## src/rtl/wprot_pkg.sv

```systemverilog
package wprot_pkg;

    // Gate condition states
    typedef enum logic [2:0] {
        ST_LOCK  = 3'd0,
        ST_HOLD  = 3'd1,
        ST_IDLE  = 3'd2,
        ST_COUNT = 3'd3,
        ST_ARMED = 3'd4,
        ST_BLOCK = 3'd5
    } wp_state_e;

    // Bit positions in the synchronized pin vector
    localparam int PIN_CE  = 0;
    localparam int PIN_OE  = 1;
    localparam int PIN_WE  = 2;
    localparam int PIN_SUP = 3;
    localparam int PIN_W   = 4;

    // Synchronizer reset: strobe pins read as low (a write assumed held),
    // output enable high, supply low. This makes power-up conservative.
    localparam logic [PIN_W-1:0] PIN_RST = 4'b0010;

    function automatic logic st_cmd_open(wp_state_e s);
        return (s == ST_IDLE) || (s == ST_COUNT) ||
               (s == ST_ARMED) || (s == ST_BLOCK);
    endfunction

endpackage

```

## src/rtl/wprot_sync.sv

```systemverilog
module wprot_sync #(
    parameter int              WIDTH   = 4,
    parameter int              STAGES  = 2,
    parameter logic [WIDTH-1:0] RST_VAL = '0
) (
    input  logic             clk,
    input  logic             rst_n,
    input  logic [WIDTH-1:0] d,
    output logic [WIDTH-1:0] q
);

    logic [STAGES-1:0][WIDTH-1:0] stg;

    generate
        if (STAGES == 1) begin : g_single
            always_ff @(posedge clk or negedge rst_n) begin
                if (!rst_n) stg[0] <= RST_VAL;
                else        stg[0] <= d;
            end
        end else begin : g_chain
            always_ff @(posedge clk or negedge rst_n) begin
                if (!rst_n) stg <= {STAGES{RST_VAL}};
                else        stg <= {stg[STAGES-2:0], d};
            end
        end
    endgenerate

    assign q = stg[STAGES-1];

endmodule

```

## src/rtl/wprot_width_cnt.sv

```systemverilog
module wprot_width_cnt #(
    parameter int LIMIT = 3
) (
    input  logic clk,
    input  logic rst_n,
    input  logic load,
    input  logic inc,
    output logic at_limit
);

    localparam int            CW   = $clog2(LIMIT + 1);
    localparam logic [CW-1:0] LAST = CW'(LIMIT - 1);
    localparam logic [CW-1:0] ONE  = CW'(1);

    logic [CW-1:0] cnt;

    always_ff @(posedge clk or negedge rst_n) begin
        if (!rst_n)    cnt <= '0;
        else if (load) cnt <= ONE;
        else if (inc)  cnt <= cnt + ONE;
    end

    assign at_limit = (cnt == LAST);

endmodule

```

## src/rtl/wprot_rr_pulse.sv

```systemverilog
module wprot_rr_pulse (
    input  logic clk,
    input  logic rst_n,
    input  logic sup_s,
    output logic rr
);

    logic boot_q;
    logic sup_q;
    logic rr_q;

    always_ff @(posedge clk or negedge rst_n) begin
        if (!rst_n) begin
            boot_q <= 1'b1;
            sup_q  <= 1'b0;
            rr_q   <= 1'b0;
        end else begin
            boot_q <= 1'b0;
            sup_q  <= sup_s;
            rr_q   <= boot_q | (sup_q & ~sup_s);
        end
    end

    assign rr = rr_q;

endmodule

```

## src/rtl/wprot_gate.sv

```systemverilog
module wprot_gate #(
    parameter int GLITCH_CYCLES = 3,
    parameter int SYNC_STAGES   = 2
) (
    input  logic clk,
    input  logic rst_n,
    input  logic ce_n,
    input  logic oe_n,
    input  logic we_n,
    input  logic supply_ok,
    output logic cmd_latch,
    output logic read_reset,
    output logic cmd_enable
);
    import wprot_pkg::*;

    localparam bit SHORT_WIN = (GLITCH_CYCLES <= 1);

    logic [PIN_W-1:0] pins_raw;
    logic [PIN_W-1:0] pins_s;
    logic ce_s, oe_s, we_s, sup_s;
    logic strobe_low, strobe_high, wr_ok;

    wp_state_e st, nxt;
    logic cnt_load, cnt_inc, at_limit, latch_set;
    logic cmd_latch_q, cmd_en_q;

    assign pins_raw = {supply_ok, we_n, oe_n, ce_n};

    wprot_sync #(
        .WIDTH   (PIN_W),
        .STAGES  (SYNC_STAGES),
        .RST_VAL (PIN_RST)
    ) u_sync (
        .clk   (clk),
        .rst_n (rst_n),
        .d     (pins_raw),
        .q     (pins_s)
    );

    assign ce_s  = pins_s[PIN_CE];
    assign oe_s  = pins_s[PIN_OE];
    assign we_s  = pins_s[PIN_WE];
    assign sup_s = pins_s[PIN_SUP];

    assign strobe_low  = ~ce_s & ~we_s;
    assign strobe_high = ~strobe_low;
    assign wr_ok       = strobe_low & oe_s;

    wprot_width_cnt #(
        .LIMIT (GLITCH_CYCLES)
    ) u_cnt (
        .clk      (clk),
        .rst_n    (rst_n),
        .load     (cnt_load),
        .inc      (cnt_inc),
        .at_limit (at_limit)
    );

    wprot_rr_pulse u_rr (
        .clk   (clk),
        .rst_n (rst_n),
        .sup_s (sup_s),
        .rr    (read_reset)
    );

    // Next-state logic
    always_comb begin
        nxt       = st;
        cnt_load  = 1'b0;
        cnt_inc   = 1'b0;
        latch_set = 1'b0;
        if (!sup_s) begin
            nxt = ST_LOCK;
        end else begin
            unique case (st)
                ST_LOCK: nxt = ST_HOLD;
                ST_HOLD: begin
                    if (strobe_high) nxt = ST_IDLE;
                end
                ST_IDLE: begin
                    if (wr_ok) begin
                        cnt_load = 1'b1;
                        nxt      = SHORT_WIN ? ST_ARMED : ST_COUNT;
                    end else if (strobe_low) begin
                        nxt = ST_BLOCK;
                    end
                end
                ST_COUNT: begin
                    if (strobe_high)   nxt = ST_IDLE;
                    else if (!oe_s)    nxt = ST_BLOCK;
                    else if (at_limit) nxt = ST_ARMED;
                    else               cnt_inc = 1'b1;
                end
                ST_ARMED: begin
                    if (strobe_high) begin
                        nxt       = ST_IDLE;
                        latch_set = 1'b1;
                    end else if (!oe_s) begin
                        nxt = ST_BLOCK;
                    end
                end
                ST_BLOCK: begin
                    if (strobe_high) nxt = ST_IDLE;
                end
                default: nxt = ST_LOCK;
            endcase
        end
    end

    // State register
    always_ff @(posedge clk or negedge rst_n) begin
        if (!rst_n) st <= ST_LOCK;
        else        st <= nxt;
    end

    // Output register
    always_ff @(posedge clk or negedge rst_n) begin
        if (!rst_n) begin
            cmd_latch_q <= 1'b0;
            cmd_en_q    <= 1'b0;
        end else begin
            cmd_latch_q <= latch_set;
            cmd_en_q    <= st_cmd_open(nxt);
        end
    end

    assign cmd_latch  = cmd_latch_q;
    assign cmd_enable = cmd_en_q;

endmodule

```

## config.mk

```make
export PLATFORM = sky130hd
export DESIGN_NAME = wprot_gate
export DESIGN_NICKNAME = d
export VERILOG_FILES = /design/src/rtl/wprot_pkg.sv /design/src/rtl/wprot_sync.sv /design/src/rtl/wprot_width_cnt.sv /design/src/rtl/wprot_rr_pulse.sv /design/src/rtl/wprot_gate.sv
export SDC_FILE = /design/constraint.sdc
export NUM_CORES = 1
export LEC_CHECK = 0
export BUFFER_PORTS_ARGS = -buffer_cell sky130_fd_sc_hd__buf_4
export CORE_MARGIN = 2
export CORE_UTILIZATION = 57
export CTS_BUF_LIST = sky130_fd_sc_hd__clkbuf_2
export CTS_CLUSTER_SIZE = 24
export DETAILED_ROUTE_END_ITERATION = 16
export HOLD_SLACK_MARGIN = 0.06
export PLACE_DENSITY = 0.8
export SYNTH_ARGS = -nofsm -noshare
export SYNTH_HDL_FRONTEND = slang
export SYNTH_HIERARCHICAL = 1
export SYNTH_SLANG_ARGS = --single-unit
```

## constraint.sdc

```tcl
create_clock -name clk -period 1.9 [get_ports clk]
set_input_delay 0.095 -clock clk [delete_from_list [all_inputs] [get_ports clk]]
set_output_delay 0.095 -clock clk [all_outputs]
set_load 0.005 [all_outputs]
```

[Word level (Yosys, flattened, before mapping)]
Cells that the tools add are included.
Word-level totals
  bits of input ports: 6
  register bits: 18
Cells by class
  eq/ne operators: 10
  reductions and logical operators: 6
  muxes and demuxes: 23
  $add $sub $neg: 1
  bitwise gates (word level): 7
Operators by type and width (count)
  $mux W3: 9
  $pmux W3 S5: 1
  $eq A3 B2 Y1 const B: 4
  $eq A3 B3 Y1 const B: 4
  $mux W1: 11
  $mux W2: 2
  $and A1 B1 Y1: 3
  $eq A3 B1 Y1 const B: 1
  $logic_not A3 Y1: 1
  $logic_or A1 B1 Y1: 3
  $not A1 Y1: 3
  $add A2 B1 Y2 const B: 1
  $eq A2 B2 Y1 const B: 1
  $reduce_bool A2 Y1: 1
  $reduce_or A2 Y1: 1
  $or A1 B1 Y1: 1

[Longest topological paths before layout]
  depth in word-level cells: 10
  depth in mapped cells: 6
  gate-level depth less buffers: 6

[Modules after synthesis]
Netlist, hierarchy kept.
Modules (own cells, without submodules)
  wprot_gate: sequential area each 125.1 um^2, instances 1, area each 314.1 um^2, cells each 37
  wprot_sync: sequential area each 202.7 um^2, instances 1, area each 232.7 um^2, cells each 12
  wprot_width_cnt: sequential area each 50.0 um^2, instances 1, area each 102.6 um^2, cells each 9
  wprot_rr_pulse: sequential area each 76.3 um^2, instances 1, area each 91.3 um^2, cells each 6

[Worst setup path after synthesis]
Ideal clock, no wire load.
  path type: reg2reg
  start point: register u_sync.stg (netlist bit u_sync/q[0])
  end point: register u_cnt.cnt[1]
  arrival time: 1428 ps
  cell stages (with the launch flop): 7
  clock period less this slack: 1558 ps
  slack: 342 ps
  required time: 1771 ps
  cell sequence: dfrtp_1 buf_4 nor2_1 nand4_1 nor4b_1 nand2b_1 a21oi_2
Between the ends
  elaborated cells between the ends (all ways): 11
  classes of those cells: 7 x mux; 3 x bitwise; 1 x reduce/logical
RTL lines
  start: declaration: line wprot_sync.sv:12  | logic [STAGES-1:0][WIDTH-1:0] stg;
  start signal: assignment: line wprot_sync.sv:22  | if (!rst_n) stg <= {STAGES{RST_VAL}};
  start signal: assignment: line wprot_sync.sv:23  | else stg <= {stg[STAGES-2:0], d};
  $not A1 Y1: line wprot_gate.sv:46  | assign strobe_low = ~ce_s & ~we_s;
  $and A1 B1 Y1: line wprot_gate.sv:46
  $mux W1: line wprot_gate.sv:90  | if (strobe_high) nxt = ST_IDLE;
  $mux W1: line wprot_gate.sv:76  | unique case (st)
  $mux W1: line wprot_gate.sv:73  | if (!sup_s) begin
  named net cnt_inc: line wprot_gate.sv:25  | logic cnt_load, cnt_inc, at_limit, latch_set;
  $reduce_bool A2 Y1 (no source line)
  end signal: assignment: line wprot_width_cnt.sv:20  | else if (inc) cnt <= cnt + ONE;
  end: declaration: line wprot_width_cnt.sv:15  | logic [CW-1:0] cnt;
The timed path passes the listed nets, and every way through them passes these cells.
A chain may end at the register's enable or synchronous reset.

[Worst setup path after layout]
  start point: register u_sync.stg (netlist bit u_sync/q[0])
  end point: register u_cnt.cnt[0]
Same word-level chain as after synthesis.

==> flow_summary.json <==
{
  "period_minus_slack_ns": 1.67,
  "grt_pass1_wl_um": 1760,
  "drt-total-wl_um": 1070,
  "grt_overflow": 0,
  "clock_power_share_pct": 23.0,
  "cts_buffer_depth": 2,
  "ff_latch_area_um2": 454,
  "start_util_pct": 64.1,
  "finalCoreUtilization_pct": 71.6,
  "tightest_slew_ns": 0.505,
  "pwr_density_cell_mw_per_mm2": 850,
  "fin_crit_sh_pct": 87.7,
  "relSlewSlack_pct": 65.8,
  "netlist-cell-type-count": 28,
  "yosysSeqAreaShare_pct": 61.3,
  "synthTopCellsByCount": "15 x dfrtp_1, 5 x buf_4, 5 x nor2_1",
  "cts_max_level": 1,
  "p_int_uw": 526,
  "nets": 82,
  "worstSetupPathType": "reg2reg",
  "cap_viol_max_count": 0,
  "synthArstFlopShare_pct": 100,
  "root_buffer": "clkbuf_2",
  "outcome": "completed",
  "cts_sinks": 18,
  "max_stage_delay_ns": 0.48,
  "regToRegSetupSlack_ns": 0.23,
  "r2r_cells": 5,
  "yosysTopAreaCell": "dfrtp_1",
  "firstDrtPassIters": 4,
  "pin_count": 9,
  "grt_start_max_net_pins": 19,
  "crit_buf_inv": 0,
  "final_antenna_net_count": 0,
  "combPwrFrac_pct": 13.7,
  "drcViolationCount": 0,
  "vias": 458,
  "slowest_stage": "nor4b_1",
  "clk_latency_ns": 0.29,
  "fp.dieW_um": 40.1,
  "finalHoldViolCount": 0,
  "drv_slew": 0,
  "min_path_type": "in2async",
  "timing.rr.start": "u_sync/q[0]$_DFF_PN0_",
  "startpoint": "u_sync/q[0]$_DFF_PN0_",
  "timing.rr.end": "u_cnt/cnt[0]$_DFFE_PN0P_",
  "max_clock_freq_mhz": 600,
  "gp_congestion": 0.741,
  "cp.arrival_ns": 1.84,
  "cts_setup_buffers": 0,
  "rsz0062_at_grt": "false",
  "synthesis.area_um2": 741,
  "clk_pin_slew_worst_paths_ns": 0.16,
  "synthFlopType": "dfrtp_1",
  "cp.required_ns": 2.08,
  "dieArea_mm2": 0.00160,
  "power_switching_uw": 178,
  "synth_area_leaders": "dfrtp_1 51%, dfstp_2 11%, buf_4 5.1%, buf_6 3.0%, nand2b_1 2.5%",
  "synth_cells": 64,
  "worstSetupStartpointType": "register",
  "grt_usage_pct": 18.1,
  "whs_ns": 0.171,
  "synth_edf_count": 0,
  "portBuffers": 8,
  "cts_buffers": 3,
  "synth_most_common_cell": "dfrtp_1",
  "setup_violations": 0,
  "multi_input_area_um2": 215,
  "crit_family": "simple AND/OR/NAND/NOR gates",
  "yosysWarningCount": 6,
  "grt_pass1_vias": 396,
  "drtIter0Drc": 4,
  "drt-vias-per-instance": 5.20,
  "synth.avg_cell_area_um2": 11.6,
  "synth_top_area_share_pct": 50.7,
  "syn_nets": 71,
  "syn2layout_area_growth_pct": 11.8,
  "path_max_fanout": 5,
  "fillers": 84,
  "finClkSkew_ns": 0.0110,
  "design.core.area_mm2": 0.00116,
  "endpoint_kind": "register",
  "seq_power_share_pct": 63.3,
  "antenna_found_initial": 0,
  "p_leak_uw": 0.000384,
  "wire_per_inst_um": 12.1,
  "drive_above_1_share_pct": 23.0,
  "fp.dieH_um": 40.1,
  "cts_tree": "yes",
  "p_sw_share_pct": 25.3,
  "rows": 12,
  "dpl.hpwl_um": 719,
  "yosys_register_bits": 18,
  "path_cells": "nor2_1, nand4_1, nor4b_1, xnor2_1, nand2b_1",
  "vdd_ir_drop_max_uv": 553,
  "antenna_cells": 0,
  "fin_tns_setup_ns": 0
}
-- worst max path at each step --
| stage | to | slack (ns) | cells after the start |
|---|---|---|---|
| floorplan | u_cnt/cnt[1]$_DFFE_PN0P_ | 0.34 | 6 |
| global placement | u_cnt/cnt[0]$_DFFE_PN0P_ | 0.37 | 5 |
| detailed placement | u_cnt/cnt[0]$_DFFE_PN0P_ | 0.26 | 5 |
| CTS | u_cnt/cnt[0]$_DFFE_PN0P_ | 0.23 | 5 |
| global route | u_cnt/cnt[0]$_DFFE_PN0P_ | 0.04 | 5 |
| finish | u_cnt/cnt[0]$_DFFE_PN0P_ | 0.23 | 5 |
-- what timing repair did --
action / CTS / global route
endpoints found under the hold margin: 22 / 0
hold buffers: 5 / 0
resized for setup: 0 / 0
-- cell type report --
class / count / area share (%)
inverters: 3 / 1.36
well taps: 14 / 2.11
multi-input cells: 36 / 26.0
clock buffers: 4 / 2.42
repair buffers: 13 / 13.3
flip-flops and latches: 18 / 54.8
-- registers in the layout (all words and copies together) (netlist names) --
name         flops
cmd_latch        1
st               3
u_cnt/cnt        2
u_sync/q         4
u_rr/boot_q      1
u_sync/stg       4
u_rr/sup_q       1
cmd_enable       1
u_rr/rr          1
-- stage by stage --
stage | worst slack [ns] | total power (uW) | instances | instance area [um2]
after floorplan | 0.342 | 515 | 64 | 741
after global placement | 0.370 | 531 | 79 | 758
after detailed placement | 0.260 | 538 | 79 | 758
after CTS | 0.232 | 709 | 88 | 828
after global routing | 0.0412 | 746 | 88 | 828
final | 0.233 | 704 | 88 | 828
-- worst reg2reg max path, cell delays in order (launching register included) --
cell and delay, ns:
dfrtp_1 0.40, nor2_1 0.25, nand4_1 0.16, nor4b_1 0.48, xnor2_1 0.18, nand2b_1 0.10
-- cells in the final DEF (no fill, tap or decap), drive strengths merged --
master and count:
conb 1, a21oi 3, nor2 5, nor4b 1
or2 1, nor3 2, nand4 1, mux2i 1
dfrtp 15, ha 1, dfstp 3, nand2b 3
and3 1, nand2 4, buf 8, o211ai 1
or3 1, a21o 1, xnor2 1, o211a 1
a211oi 1, nand3 2, clkbuf 4, inv 3
dlygate4sd3 5, a31oi 1, o21ai 3
-- logic make-up after synthesis --
group	after synthesis	share of synthesized area (%)
other	1	0.506
and+or+nand+nor	21	14.5
adders and majority gates	1	1.69
buffers and inverters	10	9.63
muxes	1	1.35
xor gates and xnor gates	1	1.18
AOI/OAI and AO/OA	11	9.80
DFF	18	61.3
-- routing by layer --
layer / vias up / share of wire [%] / GRT usage (%)
li1: 229 / - / -
met1: 208 / 42 / 21.3
met2: 19 / 50 / 28.2
met3: 2 / 6.9 / 3.33
met4: 0 / 1.2 / 15.5
met5: - / 0 / 0
-- power by group through the flow --
stage	registers [uW]	clock network (uW)	logic [uW]
6_report	446	162	96.3
5_1_grt	449	192	106
4_1_cts	445	169	94.8
3_5_place_dp	452	0	85.8
3_3_place_gp	452	0	79.2
2_1_floorplan	436	0	79.1
(Power assumes the default switching activity.)
